### config.mk
export PLATFORM = sky130hd
export DESIGN_NAME = rob_core
export DESIGN_NICKNAME = d
export VERILOG_FILES = /design/src/rtl/rob_pkg.sv /design/src/rtl/rob_ptr.sv /design/src/rtl/rob_slot.sv /design/src/rtl/rob_pick.sv /design/src/rtl/rob_core.sv
export SDC_FILE = /design/constraint.sdc
export NUM_CORES = 1
export LEC_CHECK = 0
export ABC_AREA = 0
export BUFFER_PORTS_ARGS = -buffer_cell sky130_fd_sc_hd__clkbuf_2
export CAP_MARGIN = 20
export CELL_PAD_IN_SITES_DETAIL_PLACEMENT = 0
export CELL_PAD_IN_SITES_GLOBAL_PLACEMENT = 1
export CORE_ASPECT_RATIO = 0.75
export CORE_MARGIN = 1
export CORE_UTILIZATION = 47
export DETAILED_ROUTE_END_ITERATION = 7
export GPL_ROUTABILITY_DRIVEN = 0
export PLACE_DENSITY = 0.8
export SETUP_SLACK_MARGIN = 0.4
export SLEW_MARGIN = 20
export SYNTH_ARGS = -nofsm -noshare
export SYNTH_HDL_FRONTEND = slang
export SYNTH_SLANG_ARGS = --single-unit
### constraint.sdc
create_clock -name clk -period 8.4 [get_ports clk]
set_clock_uncertainty 0.05 [all_clocks]
set_input_delay 0.84 -clock clk [delete_from_list [all_inputs] [get_ports clk]]
set_output_delay 0.84 -clock clk [all_outputs]
set_load 0.05 [all_outputs]
### src/rtl/rob_pkg.sv
package rob_pkg;

    localparam int unsigned IDX_W  = 3;
    localparam int unsigned DEPTH  = 1 << IDX_W;
    localparam int unsigned DATA_W = 16;
    localparam int unsigned REG_W  = 3;

    typedef logic [IDX_W-1:0]  idx_t;
    typedef logic [IDX_W:0]    ptr_t;
    typedef logic [DATA_W-1:0] data_t;
    typedef logic [REG_W-1:0]  reg_t;

    typedef enum logic [1:0] {
        OP_ADD    = 2'd0,
        OP_SUB    = 2'd1,
        OP_XOR    = 2'd2,
        OP_ADDCHK = 2'd3
    } op_e;

    // one source operand: present flag, producer tag, captured value
    typedef struct packed {
        logic  ok;
        idx_t  tag;
        data_t val;
    } src_t;

    typedef struct packed {
        op_e  op;
        reg_t dest;
        src_t s1;
        src_t s2;
    } disp_t;

    typedef struct packed {
        logic  done;
        logic  exc;
        data_t value;
        op_e   op;
        reg_t  dest;
        src_t  s1;
        src_t  s2;
    } entry_t;

    // what the rest of the buffer sees of a slot
    typedef struct packed {
        logic  done;
        logic  exc;
        data_t value;
        op_e   op;
        reg_t  dest;
        logic  a_ok;
        data_t a_val;
        logic  b_ok;
        data_t b_val;
    } view_t;

    // result-bus snoop of one waiting source
    function automatic src_t snoop(input src_t s, input logic hit_v,
                                   input idx_t hit_tag, input data_t hit_val);
        src_t r;
        r = s;
        if (!s.ok && hit_v && (s.tag == hit_tag)) begin
            r.ok  = 1'b1;
            r.val = hit_val;
        end
        return r;
    endfunction

endpackage

### src/rtl/rob_ptr.sv
module rob_ptr import rob_pkg::*; (
    input  logic             clk,
    input  logic             rst,
    input  logic             push,
    input  logic             pop,
    input  logic             flush,
    output idx_t             head_idx,
    output idx_t             tail_idx,
    output logic             full,
    output logic             empty,
    output logic [DEPTH-1:0] occ
);
    localparam ptr_t DEPTH_P = ptr_t'(DEPTH);

    ptr_t head_q;
    ptr_t tail_q;
    ptr_t fill;

    always_ff @(posedge clk) begin
        if (rst) begin
            head_q <= '0;
            tail_q <= '0;
        end else if (flush) begin
            head_q <= tail_q;
        end else begin
            if (pop)  head_q <= head_q + ptr_t'(1);
            if (push) tail_q <= tail_q + ptr_t'(1);
        end
    end

    assign fill     = tail_q - head_q;
    assign full     = (fill == DEPTH_P);
    assign empty    = (fill == '0);
    assign head_idx = head_q[IDX_W-1:0];
    assign tail_idx = tail_q[IDX_W-1:0];

    for (genvar i = 0; i < DEPTH; i++) begin : g_occ
        idx_t off;
        assign off    = idx_t'(i) - head_idx;
        assign occ[i] = ptr_t'(off) < fill;
    end

    assert_fill_bound_R9: assert property (@(posedge clk) disable iff (rst)
        fill <= DEPTH_P);

    assert_flush_empties_R8: assert property (@(posedge clk) disable iff (rst)
        flush |=> empty);

    assert_no_overflow_R3: assert property (@(posedge clk) disable iff (rst)
        (full && !pop && !flush) |=> full);

endmodule

### src/rtl/rob_slot.sv
module rob_slot import rob_pkg::*; #(
    parameter idx_t SLOT = '0
) (
    input  logic  clk,
    input  logic  rst,
    input  logic  flush,
    input  logic  alloc,
    input  disp_t din,
    input  logic  bc_fire,
    input  idx_t  bc_tag,
    input  data_t bc_val,
    input  logic  bc_exc,
    output view_t view
);
    entry_t q;
    logic   wr;

    assign wr = bc_fire && (bc_tag == SLOT);

    always_ff @(posedge clk) begin
        if (rst) begin
            q <= '0;
        end else if (flush) begin
            q.done  <= 1'b0;
            q.exc   <= 1'b0;
            q.s1.ok <= 1'b0;
            q.s2.ok <= 1'b0;
        end else if (alloc) begin
            q.done  <= 1'b0;
            q.exc   <= 1'b0;
            q.value <= '0;
            q.op    <= din.op;
            q.dest  <= din.dest;
            q.s1    <= snoop(din.s1, bc_fire, bc_tag, bc_val);
            q.s2    <= snoop(din.s2, bc_fire, bc_tag, bc_val);
        end else begin
            if (wr) begin
                q.done  <= 1'b1;
                q.value <= bc_val;
                q.exc   <= bc_exc;
            end
            q.s1 <= snoop(q.s1, bc_fire, bc_tag, bc_val);
            q.s2 <= snoop(q.s2, bc_fire, bc_tag, bc_val);
        end
    end

    assign view = '{done: q.done, exc: q.exc, value: q.value, op: q.op,
                    dest: q.dest, a_ok: q.s1.ok, a_val: q.s1.val,
                    b_ok: q.s2.ok, b_val: q.s2.val};

    // a waiting source picks up the bus value and keeps it afterwards
    assert_capture_src1_R5: assert property (@(posedge clk) disable iff (rst)
        (!flush && !alloc && bc_fire && !q.s1.ok && (q.s1.tag == bc_tag))
        |=> (q.s1.ok && (q.s1.val == $past(bc_val))));

    assert_hold_src2_R5: assert property (@(posedge clk) disable iff (rst)
        (!flush && !alloc && q.s2.ok) |=> (q.s2.ok && $stable(q.s2.val)));

    // same-cycle capture on insertion
    assert_bypass_src1_R6: assert property (@(posedge clk) disable iff (rst)
        (!flush && alloc && bc_fire && !din.s1.ok && (din.s1.tag == bc_tag))
        |=> (q.s1.ok && (q.s1.val == $past(bc_val))));

endmodule

### src/rtl/rob_pick.sv
module rob_pick import rob_pkg::*; (
    input  logic             clk,
    input  logic             rst,
    input  idx_t             head_idx,
    input  logic [DEPTH-1:0] rdy,
    output logic             found,
    output idx_t             pick
);
    // age-ordered scan starting at the head slot
    always_comb begin
        found = 1'b0;
        pick  = head_idx;
        for (int k = 0; k < DEPTH; k++) begin
            if (!found && rdy[head_idx + idx_t'(k)]) begin
                found = 1'b1;
                pick  = head_idx + idx_t'(k);
            end
        end
    end

    assert_pick_ready_R7: assert property (@(posedge clk) disable iff (rst)
        found |-> rdy[pick]);

    assert_idle_when_none_R7: assert property (@(posedge clk) disable iff (rst)
        (rdy == '0) |-> !found);

    assert_head_first_R7: assert property (@(posedge clk) disable iff (rst)
        rdy[head_idx] |-> (pick == head_idx));

endmodule

### src/rtl/rob_core.sv
module rob_core import rob_pkg::*; (
    input  logic              clk,
    input  logic              rst,
    input  logic              disp_valid,
    input  logic [1:0]        disp_op,
    input  logic [REG_W-1:0]  disp_dest,
    input  logic              disp_src1_ok,
    input  logic [IDX_W-1:0]  disp_src1_tag,
    input  logic [DATA_W-1:0] disp_src1_val,
    input  logic              disp_src2_ok,
    input  logic [IDX_W-1:0]  disp_src2_tag,
    input  logic [DATA_W-1:0] disp_src2_val,
    output logic              disp_ready,
    output logic [IDX_W-1:0]  disp_idx,
    input  logic              exec_valid,
    input  logic [IDX_W-1:0]  exec_idx,
    input  logic [DATA_W-1:0] exec_value,
    input  logic              exec_exc,
    output logic              issue_valid,
    output logic [IDX_W-1:0]  issue_idx,
    output logic [1:0]        issue_op,
    output logic [DATA_W-1:0] issue_src1,
    output logic [DATA_W-1:0] issue_src2,
    input  logic              retire_ready,
    output logic              ret_valid,
    output logic [IDX_W-1:0]  ret_idx,
    output logic [REG_W-1:0]  ret_dest,
    output logic [DATA_W-1:0] ret_value,
    output logic              ret_exc,
    output logic              full,
    output logic              empty
);
    idx_t             head_idx;
    idx_t             tail_idx;
    logic [DEPTH-1:0] occ;
    logic [DEPTH-1:0] rdy_vec;
    logic [DEPTH-1:0] done_vec;
    view_t            views [DEPTH];
    disp_t            din;
    idx_t             pick;
    logic             found;
    logic             push;
    logic             pop;
    logic             flush;
    logic             ret_fire;
    logic             exec_fire;

    assign din = '{op: op_e'(disp_op), dest: disp_dest,
                   s1: '{ok: disp_src1_ok, tag: disp_src1_tag, val: disp_src1_val},
                   s2: '{ok: disp_src2_ok, tag: disp_src2_tag, val: disp_src2_val}};

    assign ret_valid = !empty && views[head_idx].done;
    assign ret_fire  = ret_valid && retire_ready;
    assign flush     = ret_fire && views[head_idx].exc;
    assign pop       = ret_fire && !flush;
    assign push      = disp_valid && !full && !flush;
    assign exec_fire = exec_valid && occ[exec_idx] && !flush;

    rob_ptr u_ptr (
        .clk      (clk),
        .rst      (rst),
        .push     (push),
        .pop      (pop),
        .flush    (flush),
        .head_idx (head_idx),
        .tail_idx (tail_idx),
        .full     (full),
        .empty    (empty),
        .occ      (occ)
    );

    for (genvar i = 0; i < DEPTH; i++) begin : g_slot
        rob_slot #(.SLOT(idx_t'(i))) u_slot (
            .clk     (clk),
            .rst     (rst),
            .flush   (flush),
            .alloc   (push && (tail_idx == idx_t'(i))),
            .din     (din),
            .bc_fire (exec_fire),
            .bc_tag  (exec_idx),
            .bc_val  (exec_value),
            .bc_exc  (exec_exc),
            .view    (views[i])
        );
        assign done_vec[i] = views[i].done;
        assign rdy_vec[i]  = occ[i] && views[i].a_ok && views[i].b_ok && !views[i].done;
    end

    rob_pick u_pick (
        .clk      (clk),
        .rst      (rst),
        .head_idx (head_idx),
        .rdy      (rdy_vec),
        .found    (found),
        .pick     (pick)
    );

    assign disp_ready  = !full;
    assign disp_idx    = tail_idx;
    assign issue_valid = found;
    assign issue_idx   = pick;
    assign issue_op    = views[pick].op;
    assign issue_src1  = views[pick].a_val;
    assign issue_src2  = views[pick].b_val;
    assign ret_idx     = head_idx;
    assign ret_dest    = views[head_idx].dest;
    assign ret_value   = views[head_idx].value;
    assign ret_exc     = ret_valid && views[head_idx].exc;

    assert_exec_marks_done_R4: assert property (@(posedge clk) disable iff (rst)
        exec_fire |=> done_vec[$past(exec_idx)]);

    assert_retire_in_order_R2: assert property (@(posedge clk) disable iff (rst)
        (ret_fire && !flush) |=> (head_idx == idx_t'($past(head_idx) + idx_t'(1))));

    assert_full_refuses_R3: assert property (@(posedge clk) disable iff (rst)
        full |=> (tail_idx == $past(tail_idx)));

    assert_flush_drops_all_R8: assert property (@(posedge clk) disable iff (rst)
        flush |=> (!ret_valid && !issue_valid));

endmodule

# Word-level counts from Yosys, hierarchy flattened
# Cells that the tools add are included.
# classes
n_lt_le_gt_ge,19
n_mux,101
n_bitwise,3
addsub,18
eq_ne,33
n_reduce_logical,198
# op_table
op,count
$mux 16,34
$bmux 57 s3,2
$mux 40,8
$mux 57,2
$logic_and 1x1->1,92
$mux 39,2
$reduce_and 2->1,33
$eq 3x3->1,18
$reduce_bool 2->1,25
$logic_not 1->1,36
$lt 3x4->1 const B,9
$mux 1,35
$lt 3x4->1,8
$bmux 1 s3,9
$eq 3x3->1 const B,8
$reduce_or 3->1,8
$mux 3,7
$add 3x3->3 const B,4
$eq 3x2->1 const B,4
$sub 3x3->3 const A,4
$add 4x1->4 const B,2
$ge 4x4->1 const B,2
$mux 4,2
$not 3->4,2
11 further kinds,16
# totals
reg_bits,512
word_cells,462
in_bits,70

# Logic depth before layout (Yosys ltp)
# depth
depth_word,33
ltp_mapped,23

# By module
# A second synthesis with hierarchy kept.
# hier_totals
hier_cells,3185
area_unflattened_um2,31889.3
# modules_own_cells
mod,instances,area_each_um2,cells_per_inst
rob_slot at g_slot[1].u_slot ...,3,3324.4,342
rob_slot at g_slot[6].u_slot ...,2,3320.7,344
rob_core,1,3523.4,234
rob_slot at g_slot[0].u_slot,1,3338.2,342
rob_slot at g_slot[3].u_slot,1,3325.7,344
rob_slot at g_slot[5].u_slot,1,3321.9,344
rob_ptr,1,898.4,110
rob_pick,1,867.1,97

# Least setup slack after synthesis
# Ideal clock, no wire load.
# synth_path
kind,register -> output
from,reg u_ptr.head_q[1]
to,out issue_src2[0]
arrival_time_ps,6377
stages_incl_launch_ff,22
path_buffers,4
path_slack_ps,1133
required_time_ps,7510
path_cell_list,dfxtp_1 > clkbuf_1 > inv_1 > clkbuf_1 > ha_1 > clkinv_1 > clkbuf_1 > ha_1 > nor2b_1 > o22ai_1 > o21ai_0 > a21oi_1 > a211oi_1 > or3_1 > a32oi_4 > a2bb2oi_1 > o21ai_0 > a32oi_2 > nand2b_1 > buf_4 > o2bb2ai_1 > a221oi_1
# synth_between
elab_chain_cells,33
elab_cells_between_ends,96
cone_classes,add/sub: 16; order compare: 8; mux: 33; bitwise: 1; reduce/logical: 38
# synth_lines
element,line_no,rtl
"start, declared",rob_ptr.sv:15,ptr_t head_q;
"start signal, assigned",rob_ptr.sv:24,head_q <= tail_q;
"start signal, assigned",rob_ptr.sv:26,if (pop) head_q <= head_q + ptr_t'(1);
"$sub 4x4->4, or another cell as far along",rob_ptr.sv:31,assign fill = tail_q - head_q;
$lt 3x4->1,rob_ptr.sv:40,assign occ[i] = ptr_t'(off) < fill;
$logic_and 1x1->1 (3 in a row),rob_core.sv:86,assign rdy_vec[i] = occ[i] && views[i].a_ok && views[i].b_ok && !views[i].done;
$bmux 1 s3,rob_pick.sv:14,if (!found && rdy[head_idx + idx_t'(k)]) begin
$mux 1 (not written as such),rob_pick.sv:14,
$mux 1,rob_pick.sv:14,
$logic_not 1->1,rob_pick.sv:14,
$logic_and 1x1->1,rob_pick.sv:14,
[15 not listed],n/a,
$mux 1,rob_pick.sv:14,
$logic_not 1->1,rob_pick.sv:14,
$logic_and 1x1->1,rob_pick.sv:14,
$mux 3 (*),rob_pick.sv:14,
net issue_idx[1],rob_core.sv:20,"output logic [IDX_W-1:0] issue_idx,"
$not 3->4 (not written as such) (*),rob_core.sv:104,assign issue_src2 = views[pick].b_val;
$bmux 57 s3 (*),rob_core.sv:104,
$mux 39 (not written as such) (*) (2 in a row),rob_core.sv:104,
"end, declared",rob_core.sv:23,"output logic [DATA_W-1:0] issue_src2,"
# Mark *: on every way through the listed nets, which the timed path passes. The rest lies on a longest branch. The select of a mux whose other input is x is not followed.

# Worst setup path in the final report
# layout_path
from,reg u_ptr.head_q[0]
to,out issue_src1[3]
# layout_between
elab_chain_cells,33
elab_cells_between_ends,96
cone_classes,add/sub: 16; order compare: 8; mux: 33; bitwise: 1; reduce/logical: 38
# layout_lines
element,line_no,rtl
"$sub 4x4->4, or another cell as far along",rob_ptr.sv:31,
$lt 3x4->1,rob_ptr.sv:40,
$logic_and 1x1->1 (3 in a row),rob_core.sv:86,
$bmux 1 s3,rob_pick.sv:14,
$mux 1 (not written as such),rob_pick.sv:14,
$mux 1,rob_pick.sv:14,
$logic_not 1->1,rob_pick.sv:14,
$logic_and 1x1->1,rob_pick.sv:14,
[14 not listed],n/a,
$logic_and 1x1->1,rob_pick.sv:14,
$mux 1,rob_pick.sv:14,
$logic_not 1->1,rob_pick.sv:14,
$logic_and 1x1->1,rob_pick.sv:14,
$mux 3 (*),rob_pick.sv:14,
$not 3->4 (not written as such) (*),rob_core.sv:103,assign issue_src1 = views[pick].a_val;
$bmux 57 s3 (*),rob_core.sv:103,
$mux 39 (*) (2 in a row),n/a,
"end, declared",rob_core.sv:22,"output logic [DATA_W-1:0] issue_src1,"
# Mark *: on every way between the ends. The rest lies on a longest branch, timed or not. The select of a mux whose other input is x is not followed.

==> impl_metrics.yaml <==
timing:
  fmax_ghz: 0.127
  setup_viol_count_final: 0
  post-route-period-util_pct: 93.7
  worst_slew_pin_slew_ps: 1220
  slew_headroom_pct: 18.6
  rsz0062_at_grt: "true"
  finalMaxSlewViolations: 0
  fin_crit_ps: 7870
  whs_ps: 403
  setup_tns_ps: 0
  hold_violations: 0
yosys:
  yosysWarnings: 0
  synth_cell_types: 81
  seq_area_frac_synth_pct: 38.8
  yosysTopAreaCell: "dfxtp_1"
  syn-cell-area_um2: 26400
  synth-edff-count: 0
  synth_area_leaders: "dfxtp_1, mux2i_1, nor2_1, a21oi_1, a211oi_1"
  ys_async_sr_fraction_pct: 0
  avgSynthCellArea_um2: 8.57
  synth-main-ff-cell: "dfxtp_1"
  syn_inst: 3083
  synth_top_area_share_pct: 38.8
  synth_seq_cells: 512
  syn_nets: 3173
critical_path:
  cp-start-kind: "flip-flop"
  critical_path_class: "reg -> out"
  critPathArrivalTime_ps: 6980
  reg2reg_from: "u_ptr.tail_q[0]"
  critPathMaxStageDelay_ps: 470
  cp_top_family: "compound AO/OA/AOI/OAI gates"
  rrSetupSlack_ps: 1900
  worst-path-stages: 21
  endpoint_kind: "output pin"
  cp_cell_sequence: "buf_6 > ha_1 > inv_1 > fa_1 > inv_1 > ha_1 > o21bai_1 > maj3_1 > a31oi_2 > o2bb2ai_1 > o22ai_1 > or3_1 > a32oi_4 > nor3_1 > a221oi_2 > xnor2_4 > buf_16 > mux2i_1 > o2bb2ai_2 > a221oi_2 > clkbuf_2"
  reg2reg_to: "g_slot[0].u_slot.view[11]"
  cp_max_fo: 70
  r2r_cells: 20
  cp_data_required_time_ps: 7510
  cp_slowest_cell: "fa_1"
  worst-path-buf-inv: 5
floorplanning:
  initial_core_util_pct: 48.0
  io_pins: 138
  dieWidth_um: 276
  die_y_um: 207
  fp-row-count: 74
  core_area_um2: 55000
  dieArea_um2: 57200
global_routing:
  grt_pass1_vias: 22300
  grt_max_degree: 209
  grt_first_pass_wirelength_mm: 143
  overflow: 0
  antenna_found_initial: 7
  grtUsageTotal_pct: 32.9
place:
  numPortBuffers: 137
  placed_area_um2: 27400
  dp_hpwl_mm: 59.8
final_layout:
  final_cell_mix: "nor2_1, dfxtp_1, a21oi_1"
  final_layout_size_suffix_gt1_share_pct: 16.2
  finalInstanceArea_um2: 29600
  nets: 3134
  mostFrequentLayoutCell: "nor2_1"
  syn_to_final_growth_pct: 12.1
  fillers: 5031
routing:
  antenna_left: 0
  wl_per_cell_um: 25.1
  drc: 0
  first_pass_iters: 6
  via_per_inst: 6.29
  drt-total-wl_mm: 95.8
  num_vias: 24000
  dr.first_iter.drc_count: 2935
power:
  ir_worst_vdd_mv: 0.170
  power_leakage_nw: 10.8
  power.density_nw_per_um2: 220
clock_tree:
  cts_root_buffer: "clkbuf_16"
  clkSlewWorstSetupHoldPaths_ps: 60
  cts_max_level: 2
  clock_sinks: 512
  clock_latency_ps: 640
  cts_made_buffers: 53
  hold_buffers: 0
  cts_tree: "done"
  cts_max_path_buffers: 3
worst_hold_path:
  hold_end: "g_slot[5].u_slot.view[35]"
  hp-class: "reg -> reg"
  min_from: "g_slot[5].u_slot.view[35]"
  hold_path_depth: 2
run:
  cap_viol_max_count: 0
status:
  outcome: "finished, final reports clean"
-- flip-flops by register name, indices dropped and copies added (netlist names) --
| register | flops |
|---|---|
| g_slot.u_slot.view | 456 |
| u_ptr.tail_q | 4 |
| u_ptr.head_q | 4 |
| g_slot.u_slot.q | 48 |
-- power by group --
part	total (W)	internal, W	switching [W]
clock network	0.00253	0.00148	0.00105
logic	0.00134	0.000368	0.000967
registers	0.00264	0.00255	0.0000843
-- metal layers --
metal  share of wire (%)  track usage [%]  vias up
li1                    -                -    10900
met1                  43             46.3    11700
met2                  44             49.4     1245
met3                  11             8.58      158
met4                 2.5             9.00        8
met5               0.053                0        -
-- stage by stage --
stage                     power, W  utilization [%]  setup WS [ps]  cells
after floorplan            0.00355                -           1130   3083
final                      0.00651             53.9            529   3810
after global placement     0.00395             49.9            893   3690
after global routing       0.00671             53.9            364   3809
after CTS                  0.00648             53.4            402   3796
after detailed placement   0.00397             49.9            758   3690
-- cell type report --
| class | count | area, um^2 | area share (%) |
|---|---|---|---|
| Timing Repair Buffer | 216 | 1380 | 4.65 |
| Clock buffer | 76 | 1570 | 5.28 |
| Tap cell | 722 | 903 | 3.05 |
| Clock inverter | 20 | 284 | 0.959 |
| Inverter | 33 | 131 | 0.443 |
| Antenna cell | 3 | 7.51 | 0.0253 |
| Multi-Input combinational cell | 2228 | 15100 | 51.0 |
| Sequential cell | 512 | 10300 | 34.6 |
-- cells in the mapped netlist, drive strengths merged, types with 23 or more instances --
cell type,number
nor3,30
a221oi,36
mux2,36
buf,81
a211oi,264
dfxtp,512
nand2,296
nor4,23
a21oi,398
nor2,555
mux4,55
o2bb2ai,34
xor2,59
mux2i,265
clkbuf,231
inv,32
-- cell families (layout without fill, tap and decap cells) --
| group | after synthesis | after routing | share of synthesized area [%] |
|---|---|---|---|
| AO/OA/AOI/OAI | 816 | 816 | 21.2 |
| other | 0 | 3 | 0 |
| multiplexers | 356 | 356 | 16.4 |
| adder cells (fa/ha/maj) | 22 | 22 | 1.06 |
| AND/OR/NAND/NOR | 967 | 969 | 14.8 |
| XOR/XNOR | 65 | 65 | 2.21 |
| flip-flops | 512 | 512 | 38.8 |
| buffers and inverters | 345 | 345 | 5.53 |
-- worst min-delay path: cells and delay by family, from the launching register on --
kind             cells  cell delay [ps]
AND/OR/NAND/NOR      1               50
flip-flops           1              310
AO/OA/AOI/OAI        1               50
-- repair_timing --
action	in CTS	in global routing
gates cloned	2	0
gates resized for setup	4	18
pin swaps	2	1
setup endpoints to repair	27	33
buffers inserted	8	11
-- how the worst max path moves through the flow --
stage	start	to
after floorplan	u_ptr.head_q[1]	issue_src2[0]
after global placement	u_ptr.head_q[1]	issue_src2[1]
after detailed placement	u_ptr.head_q[0]	issue_src2[1]
after CTS	u_ptr.head_q[0]	issue_src2[1]
after global routing	u_ptr.head_q[0]	issue_src1[14]
final	u_ptr.head_q[0]	issue_src1[3]
(Power assumes the default switching activity.)
